==> config.mk <==
export PLATFORM = sky130hd
export DESIGN_NAME = mem_err_logger
export DESIGN_NICKNAME = d
export VERILOG_FILES = /design/src/rtl/mel_pkg.sv /design/src/rtl/mel_capture_slot.sv /design/src/rtl/mel_ctrl_regs.sv /design/src/rtl/mel_read_mux.sv /design/src/rtl/mem_err_logger.sv
export SDC_FILE = /design/constraint.sdc
export NUM_CORES = 1
export LEC_CHECK = 0
export ABC_CLOCK_PERIOD_IN_PS = 3800
export CAP_MARGIN = 10
export CORE_MARGIN = 5
export CORE_UTILIZATION = 30
export CTS_CLUSTER_DIAMETER = 30
export DETAILED_ROUTE_END_ITERATION = 6
export GPL_TIMING_DRIVEN = 0
export PLACE_DENSITY = 0.6
export SETUP_SLACK_MARGIN = 0.1
export SYNTH_ARGS = -nofsm -noshare
export SYNTH_HDL_FRONTEND = slang
export SYNTH_SLANG_ARGS = --single-unit
export TNS_END_PERCENT = 1
==> constraint.sdc <==
create_clock -name clk -period 3.8 [get_ports clk]
set_input_delay 0.76 -clock clk [delete_from_list [all_inputs] [get_ports clk]]
set_output_delay 0.76 -clock clk [all_outputs]
set_load 0.01 [all_outputs]
==> src/rtl/mel_pkg.sv <==
`timescale 1ns/1ps
package mel_pkg;
    localparam int N_KIND    = 3;
    localparam int CLI_IN_W  = 8;
    localparam int CLI_W     = 6;
    localparam int DATA_W    = 32;
    localparam int FADDR_W   = 32;
    localparam int RADDR_W   = 8;

    localparam logic [CLI_IN_W-1:0] CLI_MASK = CLI_IN_W'(8'h3F);

    localparam logic [RADDR_W-1:0] OFS_PEND  = 8'h00;
    localparam logic [RADDR_W-1:0] OFS_ENAB  = 8'h04;
    localparam logic [RADDR_W-1:0] OFS_REC0  = 8'h10;
    localparam int                 REC_STEP  = 8;
    localparam int                 ADDR_GAP  = 4;

    localparam int KIND_DEC = 0;
    localparam int KIND_TRN = 1;
    localparam int KIND_SEC = 2;

    typedef struct packed {
        logic               pend;
        logic [CLI_W-1:0]   cli;
        logic               wr;
        logic               kind;
        logic [FADDR_W-1:0] addr;
    } rec_t;

    function automatic logic [RADDR_W-1:0] stat_ofs(input int k);
        return OFS_REC0 + RADDR_W'(k * REC_STEP);
    endfunction

    function automatic logic [RADDR_W-1:0] addr_ofs(input int k);
        return stat_ofs(k) + RADDR_W'(ADDR_GAP);
    endfunction
endpackage

==> src/rtl/mel_capture_slot.sv <==
`timescale 1ns/1ps
module mel_capture_slot
    import mel_pkg::*;
#(
    parameter int KIND = KIND_DEC
) (
    input  logic                clk,
    input  logic                rst_n,
    input  logic                err_vld_i,
    input  logic [CLI_IN_W-1:0] err_client_i,
    input  logic                err_write_i,
    input  logic                err_kind_i,
    input  logic [FADDR_W-1:0]  err_addr_i,
    input  logic                clr_i,
    output logic                pend_o,
    output logic [DATA_W-1:0]   stat_word_o,
    output logic [FADDR_W-1:0]  addr_o
);
    rec_t rec_d, rec_q;
    logic take;

    always_comb begin
        rec_d = rec_q;
        take  = err_vld_i && (!rec_q.pend || clr_i);
        if (take) begin
            rec_d.pend = 1'b1;
            rec_d.cli  = CLI_W'(err_client_i & CLI_MASK);
            rec_d.wr   = err_write_i;
            rec_d.kind = (KIND == KIND_SEC) ? err_kind_i : 1'b0;
            rec_d.addr = err_addr_i;
        end else if (clr_i) begin
            rec_d.pend = 1'b0;
        end
    end

    always_ff @(posedge clk or negedge rst_n) begin
        if (!rst_n) rec_q <= '0;
        else        rec_q <= rec_d;
    end

    generate
        if (KIND == KIND_TRN) begin : g_trn_fmt
            always_comb begin
                stat_word_o               = '0;
                stat_word_o[0]            = rec_q.wr;
                stat_word_o[CLI_W:1]      = rec_q.cli;
            end
        end else if (KIND == KIND_SEC) begin : g_sec_fmt
            always_comb begin
                stat_word_o               = '0;
                stat_word_o[CLI_W-1:0]    = rec_q.cli;
                stat_word_o[30]           = rec_q.kind;
                stat_word_o[31]           = rec_q.wr;
            end
        end else begin : g_dec_fmt
            always_comb begin
                stat_word_o               = '0;
                stat_word_o[CLI_W-1:0]    = rec_q.cli;
                stat_word_o[31]           = rec_q.wr;
            end
        end
    endgenerate

    assign pend_o = rec_q.pend;
    assign addr_o = rec_q.addr;


    capture_sets_pend_chk: assert property (@(posedge clk) disable iff (!rst_n)
        err_vld_i |=> pend_o);


    hold_while_pend_chk: assert property (@(posedge clk) disable iff (!rst_n)
        (pend_o && !clr_i) |=> ($stable(stat_word_o) && $stable(addr_o)));


    clear_drops_pend_chk: assert property (@(posedge clk) disable iff (!rst_n)
        (clr_i && !err_vld_i) |=> !pend_o);


    clear_vs_fault_chk: assert property (@(posedge clk) disable iff (!rst_n)
        (clr_i && err_vld_i) |=> (pend_o && addr_o == $past(err_addr_i)));
endmodule

==> src/rtl/mel_ctrl_regs.sv <==
`timescale 1ns/1ps
module mel_ctrl_regs
    import mel_pkg::*;
(
    input  logic               clk,
    input  logic               rst_n,
    input  logic               reg_wen_i,
    input  logic [RADDR_W-1:0] reg_addr_i,
    input  logic [DATA_W-1:0]  reg_wdata_i,
    input  logic [N_KIND-1:0]  pend_i,
    output logic [N_KIND-1:0]  clr_o,
    output logic [N_KIND-1:0]  enab_o,
    output logic               irq_o
);
    typedef struct packed {
        logic [N_KIND-1:0] enab;
        logic              irq;
    } ctl_t;

    ctl_t ctl_d, ctl_q;

    always_comb begin
        ctl_d = ctl_q;
        clr_o = '0;
        if (reg_wen_i && reg_addr_i == OFS_PEND)
            clr_o = reg_wdata_i[N_KIND-1:0];
        if (reg_wen_i && reg_addr_i == OFS_ENAB)
            ctl_d.enab = reg_wdata_i[N_KIND-1:0];
        ctl_d.irq = 1'b0;
    end

    always_ff @(posedge clk or negedge rst_n) begin
        if (!rst_n) ctl_q <= '0;
        else        ctl_q <= ctl_d;
    end

    assign enab_o = ctl_q.enab;
    assign irq_o  = |(pend_i & ctl_q.enab);


    enab_write_chk: assert property (@(posedge clk) disable iff (!rst_n)
        (reg_wen_i && reg_addr_i == OFS_ENAB) |=> enab_o == $past(reg_wdata_i[N_KIND-1:0]));
endmodule

==> src/rtl/mel_read_mux.sv <==
`timescale 1ns/1ps
module mel_read_mux
    import mel_pkg::*;
(
    input  logic [RADDR_W-1:0]        addr_i,
    input  logic [N_KIND-1:0]         pend_i,
    input  logic [N_KIND-1:0]         enab_i,
    input  logic [N_KIND*DATA_W-1:0]  stat_i,
    input  logic [N_KIND*FADDR_W-1:0] faddr_i,
    output logic [DATA_W-1:0]         rdata_o
);
    always_comb begin
        rdata_o = '0;
        if (addr_i == OFS_PEND) rdata_o[N_KIND-1:0] = pend_i;
        if (addr_i == OFS_ENAB) rdata_o[N_KIND-1:0] = enab_i;
        for (int k = 0; k < N_KIND; k++) begin
            if (addr_i == stat_ofs(k)) rdata_o = stat_i[k*DATA_W +: DATA_W];
            if (addr_i == addr_ofs(k)) rdata_o = DATA_W'(faddr_i[k*FADDR_W +: FADDR_W]);
        end
    end
endmodule

==> src/rtl/mem_err_logger.sv <==
`timescale 1ns/1ps
module mem_err_logger
    import mel_pkg::*;
(
    input  logic                         clk,
    input  logic                         rst_n,
    input  logic [N_KIND-1:0]            err_vld_i,
    input  logic [N_KIND*CLI_IN_W-1:0]   err_client_i,
    input  logic [N_KIND-1:0]            err_write_i,
    input  logic [N_KIND-1:0]            err_kind_i,
    input  logic [N_KIND*FADDR_W-1:0]    err_addr_i,
    input  logic                         reg_wen_i,
    input  logic [RADDR_W-1:0]           reg_addr_i,
    input  logic [DATA_W-1:0]            reg_wdata_i,
    output logic [DATA_W-1:0]            reg_rdata_o,
    output logic                         irq_o
);
    logic [N_KIND-1:0]         pend, clr, enab;
    logic [N_KIND*DATA_W-1:0]  stat;
    logic [N_KIND*FADDR_W-1:0] faddr;

    generate
        for (genvar k = 0; k < N_KIND; k++) begin : g_slot
            mel_capture_slot #(.KIND(k)) u_slot (
                .clk          (clk),
                .rst_n        (rst_n),
                .err_vld_i    (err_vld_i[k]),
                .err_client_i (err_client_i[k*CLI_IN_W +: CLI_IN_W]),
                .err_write_i  (err_write_i[k]),
                .err_kind_i   (err_kind_i[k]),
                .err_addr_i   (err_addr_i[k*FADDR_W +: FADDR_W]),
                .clr_i        (clr[k]),
                .pend_o       (pend[k]),
                .stat_word_o  (stat[k*DATA_W +: DATA_W]),
                .addr_o       (faddr[k*FADDR_W +: FADDR_W])
            );
        end
    endgenerate

    mel_ctrl_regs u_ctrl (
        .clk         (clk),
        .rst_n       (rst_n),
        .reg_wen_i   (reg_wen_i),
        .reg_addr_i  (reg_addr_i),
        .reg_wdata_i (reg_wdata_i),
        .pend_i      (pend),
        .clr_o       (clr),
        .enab_o      (enab),
        .irq_o       (irq_o)
    );

    mel_read_mux u_rmux (
        .addr_i  (reg_addr_i),
        .pend_i  (pend),
        .enab_i  (enab),
        .stat_i  (stat),
        .faddr_i (faddr),
        .rdata_o (reg_rdata_o)
    );


    irq_cause_chk: assert property (@(posedge clk) disable iff (!rst_n)
        $rose(irq_o) |-> ($past(|err_vld_i) || $past(reg_wen_i)));


    irq_needs_enable_chk: assert property (@(posedge clk) disable iff (!rst_n)
        (enab == '0) |-> !irq_o);
endmodule

==> results.toml, run 1 <==
[status]
status = "finished, final reports clean"

[setup_path]
required_ps = 3040
r2r_slack_ps = 2280
critPathLaunch = "reg_addr_i[2]"
reg2reg_to = "g_slot[2].u_slot.addr_o[2]"
worstPathArrival_ps = 2920
critical_path_class = "input pin to output pin"
cp_max_fo = 10
startpoint_type = "input pin"
reg2reg_depth = 4
crit_path_end_kind = "output pin"
crit_path_end = "reg_rdata_o[1]"
timing.rr.start = "g_slot[2].u_slot.pend_o"

[die]
die_x_um = 148.0
core_area_sq_um = 18710
rows = 50
ios = 205
die_area_sq_um = 21890
fp.dieH_um = 148.0
start_util_pct = 30.53

[synth]
syn_avg_cell_area_sq_um = 13.69
synthMuxAreaShare_pct = 25.96
yosys.area_share.simple_pct = 5.193
syn_area_sq_um = 5710
syn_inst = 417
synth_top_area_share_pct = 54.34
ys.flop_type = "dfrtp_1"
yosys.area.top_type = "dfrtp_1"
yosys.area_share.adder_pct = 0
syn_nets = 589
synth_enable_flop_cells = 0
synth_compound_area_share_pct = 9.904
synth_area_leaders = "dfrtp_1 54%, mux2_2 19%, mux2_4 5.3%, a222oi_1 4.2%, inv_1 1.9%"
synth_top_family_by_area = "multiplexers"
synth-xor-area-share_pct = 0
netlist-cell-type-count = 40
async_reset_ff_share_pct = 100.0
ys_ff_latch = 124
ys_seq_area_share_pct = 54.34
yosysWarnings = 0

[global_route]
grt_pass1_wl_um = 27060
antenna_found_initial = 0
grt_pass1_vias = 4795
grt_usage_pct = 16.08
grt_start_max_net_pins = 79
grt_overflow = 0

[drt]
firstDrtPassIters = 5
vias_per_cell = 4.970
ant_nets = 0
wl_um = 17250
drt-initial-drc-count = 247
num_vias = 4239
drc_errors = 0
wl_per_cell_um = 20.23

[sta]
finClkSkew_ps = 6.702
timing.fmax_mhz = 271.7
period_needed_ps = 3680
finalSetupViolCount = 0
finalHoldViolCount = 0
rsz0062_at_grt = "true"
worstMarginPinSlew_ps = 728.7
setup_ws_ps = 119.6
drv_slew = 0
holdWs_ps = 277.7
period_share_pct = 96.85
max_slew_margin_pct = 51.29

[final_layout]
nFillCells = 1669
antennaDiodeCount = 0
multi_input_area_sq_um = 2442
syn2layout_area_growth_pct = 49.45
register_area_sq_um = 3103
instances_no_fill = 853
final_nets = 779
drive_above_1_share_pct = 33.93

[power]
p_total_mw = 3.800
vdd_drop_max_mv = 0.2635
leakage_nw = 3.918
powerDensity_nw_per_um2 = 445.2

[placement]
dp_slack_ps = -1025
io_buffers = 163
place.gp.congestion = 0.7838
dp_cells = 815
dp.final_hpwl_um = 12420

[clocking]
cts_hold_buf = 0
cts_tree = "built"
cts_max_level = 4
cts_buffer_depth = 2
numCtsBuffers = 17
root_buffer = "clkbuf_16"
clkLatencyLatePin_ps = 410
clkSinkCount = 124
clkTransAtPathRegs_ps = 50

[run]
cap_violations = 0

[worst_hold_path]
hp-class = "input pin to async pin"
per-layer routing:
layer | part of all wire, % | track usage [%]
met1 | 44 | 21.31
met5 | 0 | 0
met2 | 49 | 26.47
met3 | 5.6 | 4.169
met4 | 0.93 | 3.880
worst min-delay path by stage:
stage                     slack [ps]                            start                              end
final                            280                            rst_n  g_slot[2].u_slot.stat_word_o[0]
after global routing             300                            rst_n       g_slot[2].u_slot.addr_o[2]
after CTS                        280                            rst_n       g_slot[0].u_slot.addr_o[2]
after detailed placement         500  g_slot[2].u_slot.stat_word_o[3]  g_slot[2].u_slot.stat_word_o[3]
after global placement           480      g_slot[2].u_slot.addr_o[18]      g_slot[2].u_slot.addr_o[18]
after floorplan                  460                            rst_n       g_slot[0].u_slot.addr_o[0]
placed cells by master, fill, tap and decap left out, drive strengths merged, types with 3 or more instances in the layout:
| cell type | n |
|---|---|
| clkbuf | 26 |
| o41ai | 6 |
| bufinv | 6 |
| dfrtp | 124 |
| nand2b | 3 |
| a21boi | 3 |
| nor3 | 9 |
| a222oi | 24 |
| o32ai | 3 |
| nand2 | 16 |
| a22oi | 8 |
| buf | 29 |
| clkinv | 4 |
| or4b | 4 |
| mux2 | 119 |
| nor2 | 6 |
| o211ai | 3 |
| inv | 29 |
| mux4 | 3 |
| o21ai | 4 |
| dlygate4sd2 | 17 |
| o22ai | 5 |
| nor4b | 3 |
| a21oi | 3 |
| clkdlybuf4s15 | 12 |
| clkdlybuf4s50 | 132 |
| o2bb2ai | 3 |
critical path, cell delays in order:
cell and delay, ps:
clkdlybuf4s50_1 560, buf_6 190, clkbuf_4 220, nor3_1 80
o41ai_2 350, o2bb2ai_1 190, clkdlybuf4s50_1 570
sequential cells by signal (all words and copies together) (netlist names):
register / flops
g_slot.u_slot.stat_word_o: 22
u_ctrl.enab_o: 3
g_slot.u_slot.pend_o: 3
g_slot.u_slot.addr_o: 96
layout make-up:
type / count / area share (%)
Sequential cell: 124 / 36.36
Multi-Input combinational cell: 237 / 28.62
Timing Repair Buffer: 171 / 20.07
Clock buffer: 19 / 5.190
Tap cell: 234 / 3.431
Clock inverter: 12 / 2.566
Buffer: 27 / 2.492
Inverter: 29 / 1.275
cells by family after synthesis:
kind of cell,count (synthesis)
AOI/OAI and AO/OA,65
and+or+nand+nor,50
muxes,122
buffers and inverters,56
DFF,124
power by group:
group | total [mW] | leakage, nW | internal [mW] | switching [mW]
Combinational | 0.407 | 2.07 | 0.275 | 0.133
Clock | 1.84 | 0.319 | 1.24 | 0.596
Sequential | 1.56 | 1.53 | 1.47 | 0.0812
Total | 3.80 | 3.92 | 2.99 | 0.810
Yosys cell counts, types with 5 or more instances:
library cell  count
a222oi_1         24
a22oi_1           8
buf_2            14
clkbuf_1          7
dfrtp_1         124
inv_1            29
mux2_2           95
mux2_4           20
nand2_1          16
nor2_1            6
nor3_1            9
o22ai_1           5
repair_timing:
| action | 4_1_cts | 5_1_grt |
|---|---|---|
| setup buffers | 7 | 0 |
| pin swaps | 3 | 2 |
| endpoints found under the hold margin | 0 | 0 |
| resized for setup | 84 | 5 |
| setup endpoints to repair | 32 | 17 |
metrics by stage:
step,instance area (sq um),utilization (%),TNS [ps]
after floorplan,5710,-,0
after global placement,7635,40.82,-381720
after detailed placement,7664,40.97,-26400
after CTS,8519,45.55,0
after global routing,8534,45.63,0
final,8534,45.63,0
(Power assumes the default switching activity.)
==> run 2, diff against run 1 <==
--- a/config.mk
+++ b/config.mk
@@ -12,8 +12,9 @@
 export CTS_CLUSTER_DIAMETER = 30
 export DETAILED_ROUTE_END_ITERATION = 6
 export GPL_TIMING_DRIVEN = 0
+export MAX_ROUTING_LAYER = met4
 export PLACE_DENSITY = 0.6
-export SETUP_SLACK_MARGIN = 0.1
+export SETUP_SLACK_MARGIN = 0.5
 export SYNTH_ARGS = -nofsm -noshare
 export SYNTH_HDL_FRONTEND = slang
 export SYNTH_SLANG_ARGS = --single-unit
==> results.toml, run 2 (synthesized netlist as in run 1, its figures left out) <==
[status]
status = "finished, final reports clean"

[global_route]
grt_pass1_wl_um = 27550
grt_use_met1_pct = 21.85
grt_pass1_vias = 4896
grt_overflow = 0
gr-usage-met2_pct = 27.13
grt_usage_pct = 16.84
use_met3_pct = 3.709
grt_start_max_net_pins = 79
grt.busiest_layer = "met2"
antenna_found_initial = 0

[clocking]
clkTransAtPathRegs_ps = 50
cts_tree = "built"
cts_max_level = 4
cts_buffer_depth = 2
clkLatencyLatePin_ps = 410
cts_hold_buf = 0
numCtsBuffers = 17
clkSinkCount = 124
root_buffer = "clkbuf_16"

[drt]
drc_errors = 0
drt-initial-drc-count = 293
num_vias = 4414
wl_um = 17700
ant_nets = 0
wl_per_cell_um = 20.28
firstDrtPassIters = 6
vias_per_cell = 5.056

[sta]
tns_ps = 0
period_needed_ps = 3387
drv_slew = 0
worstMarginPinSlew_ps = 805.6
finClkSkew_ps = 8.810
finalSetupViolCount = 0
finalHoldViolCount = 0
period_share_pct = 89.12
rsz0062_at_grt = "true"
timing.fmax_mhz = 295.3
max_slew_margin_pct = 46.16

[setup_path]
required_ps = 3040
worstPathArrival_ps = 2630
crit_path_end_kind = "output pin"
cp_max_fo = 7
critical_path_class = "input pin to output pin"
startpoint_type = "input pin"

[placement]
io_buffers = 163
place.gp.congestion = 0.7947
placed_cell_area_sq_um = 7664
dp.final_hpwl_um = 12420
dp_cells = 815

[die]
fp.dieH_um = 148.0
die_area_sq_um = 21890
rows = 50
core_area_sq_um = 18710
die_x_um = 148.0
start_util_pct = 30.53
ios = 205

[power]
p_total_mw = 3.814
powerDensity_nw_per_um2 = 435.7
vdd_drop_max_mv = 0.2639
leakage_nw = 4.023

[final_layout]
drive_above_1_share_pct = 40.06
syn2layout_area_growth_pct = 53.31
mostFrequentLayoutCell = "clkdlybuf4s50_1"
final_nets = 799
final_area_sq_um = 8755
nFillCells = 1643
antennaDiodeCount = 0
utilization_pct = 46.80
instances_no_fill = 873
largest_reg_flops = 96
final_cell_mix = "126 x clkdlybuf4s50_1, 124 x dfrtp_1, 95 x mux2_2"

[run]
cap_violations = 0

[worst_hold_path]
hp-class = "input pin to async pin"
[run 2: cell count changes in the layout (fill, tap and decap cells not counted), moves of 5 or more]
cell             change
clkbuf_2             +5
clkdlybuf4s50_1      -6
buf_2               +11
dlygate4sd2_1       -12
buf_4               +14
buf_6                +7
[run 2: per-layer routing]
metal | routed length [um] | up-vias
met3 | 1093 | 14
met4 | 182 | 0
met5 | 0 | -
li1 | - | 1975
met2 | 8749 | 176
met1 | 7677 | 2249
[run 2: report_power, final]
group          leakage, nW  internal (mW)  switching, mW  total, mW
clock                0.319           1.24          0.597       1.84
combinational         2.18          0.283          0.136      0.419
sequential            1.53           1.47         0.0831       1.56
total                 4.02           3.00          0.816       3.81
[run 2: final timing paths]
kind,from,end,slack (ps),depth (start not counted)
max,reg_addr_i[5],reg_rdata_o[2],410,9
min,rst_n,g_slot[2].u_slot.stat_word_o[0],270,1
max reg2reg,g_slot[0].u_slot.pend_o,g_slot[0].u_slot.addr_o[19],2290,4
min reg2reg,g_slot[0].u_slot.addr_o[6],g_slot[0].u_slot.addr_o[6],500,1
max in group asynchronous,rst_n,g_slot[0].u_slot.addr_o[18],2780,2
min in group clk,g_slot[0].u_slot.addr_o[6],g_slot[0].u_slot.addr_o[6],500,1
[run 2: worst max-delay path, stage by stage]
cell,delay (ps)
buf_12,110
or4b_4,540
buf_8,140
buf_6,120
buf_6,120
o32ai_2,240
a22oi_1,130
o2bb2ai_1,170
dlygate4sd2_1,290
[run 2: what timing repair did]
item / 4_1_cts / 5_1_grt
pin swaps: 8 / 5
endpoints found under the setup margin: 32 / 32
cloned: 1 / 0
buffers inserted: 21 / 5
resized for setup: 139 / 41
[run 2: layout make-up]
type / instances / area (sq um) / share of cell area (%)
Buffer: 27 / 260.3 / 2.973
Inverter: 29 / 108.9 / 1.243
Multi-Input combinational cell: 237 / 2482 / 28.35
Clock buffer: 19 / 442.9 / 5.059
Timing Repair Buffer: 191 / 1846 / 21.08
Sequential cell: 124 / 3103 / 35.44
Tap cell: 234 / 292.8 / 3.344
Clock inverter: 12 / 219.0 / 2.501
[run 2: per-stage QoR]
step           setup WS, ps  hold slack [ps]
2_1_floorplan         574.9            464.4
3_3_place_gp          -2881            476.0
3_5_place_dp          -1025            495.1
4_1_cts               265.2            281.6
5_1_grt               377.9            301.5
6_report              413.4            271.5
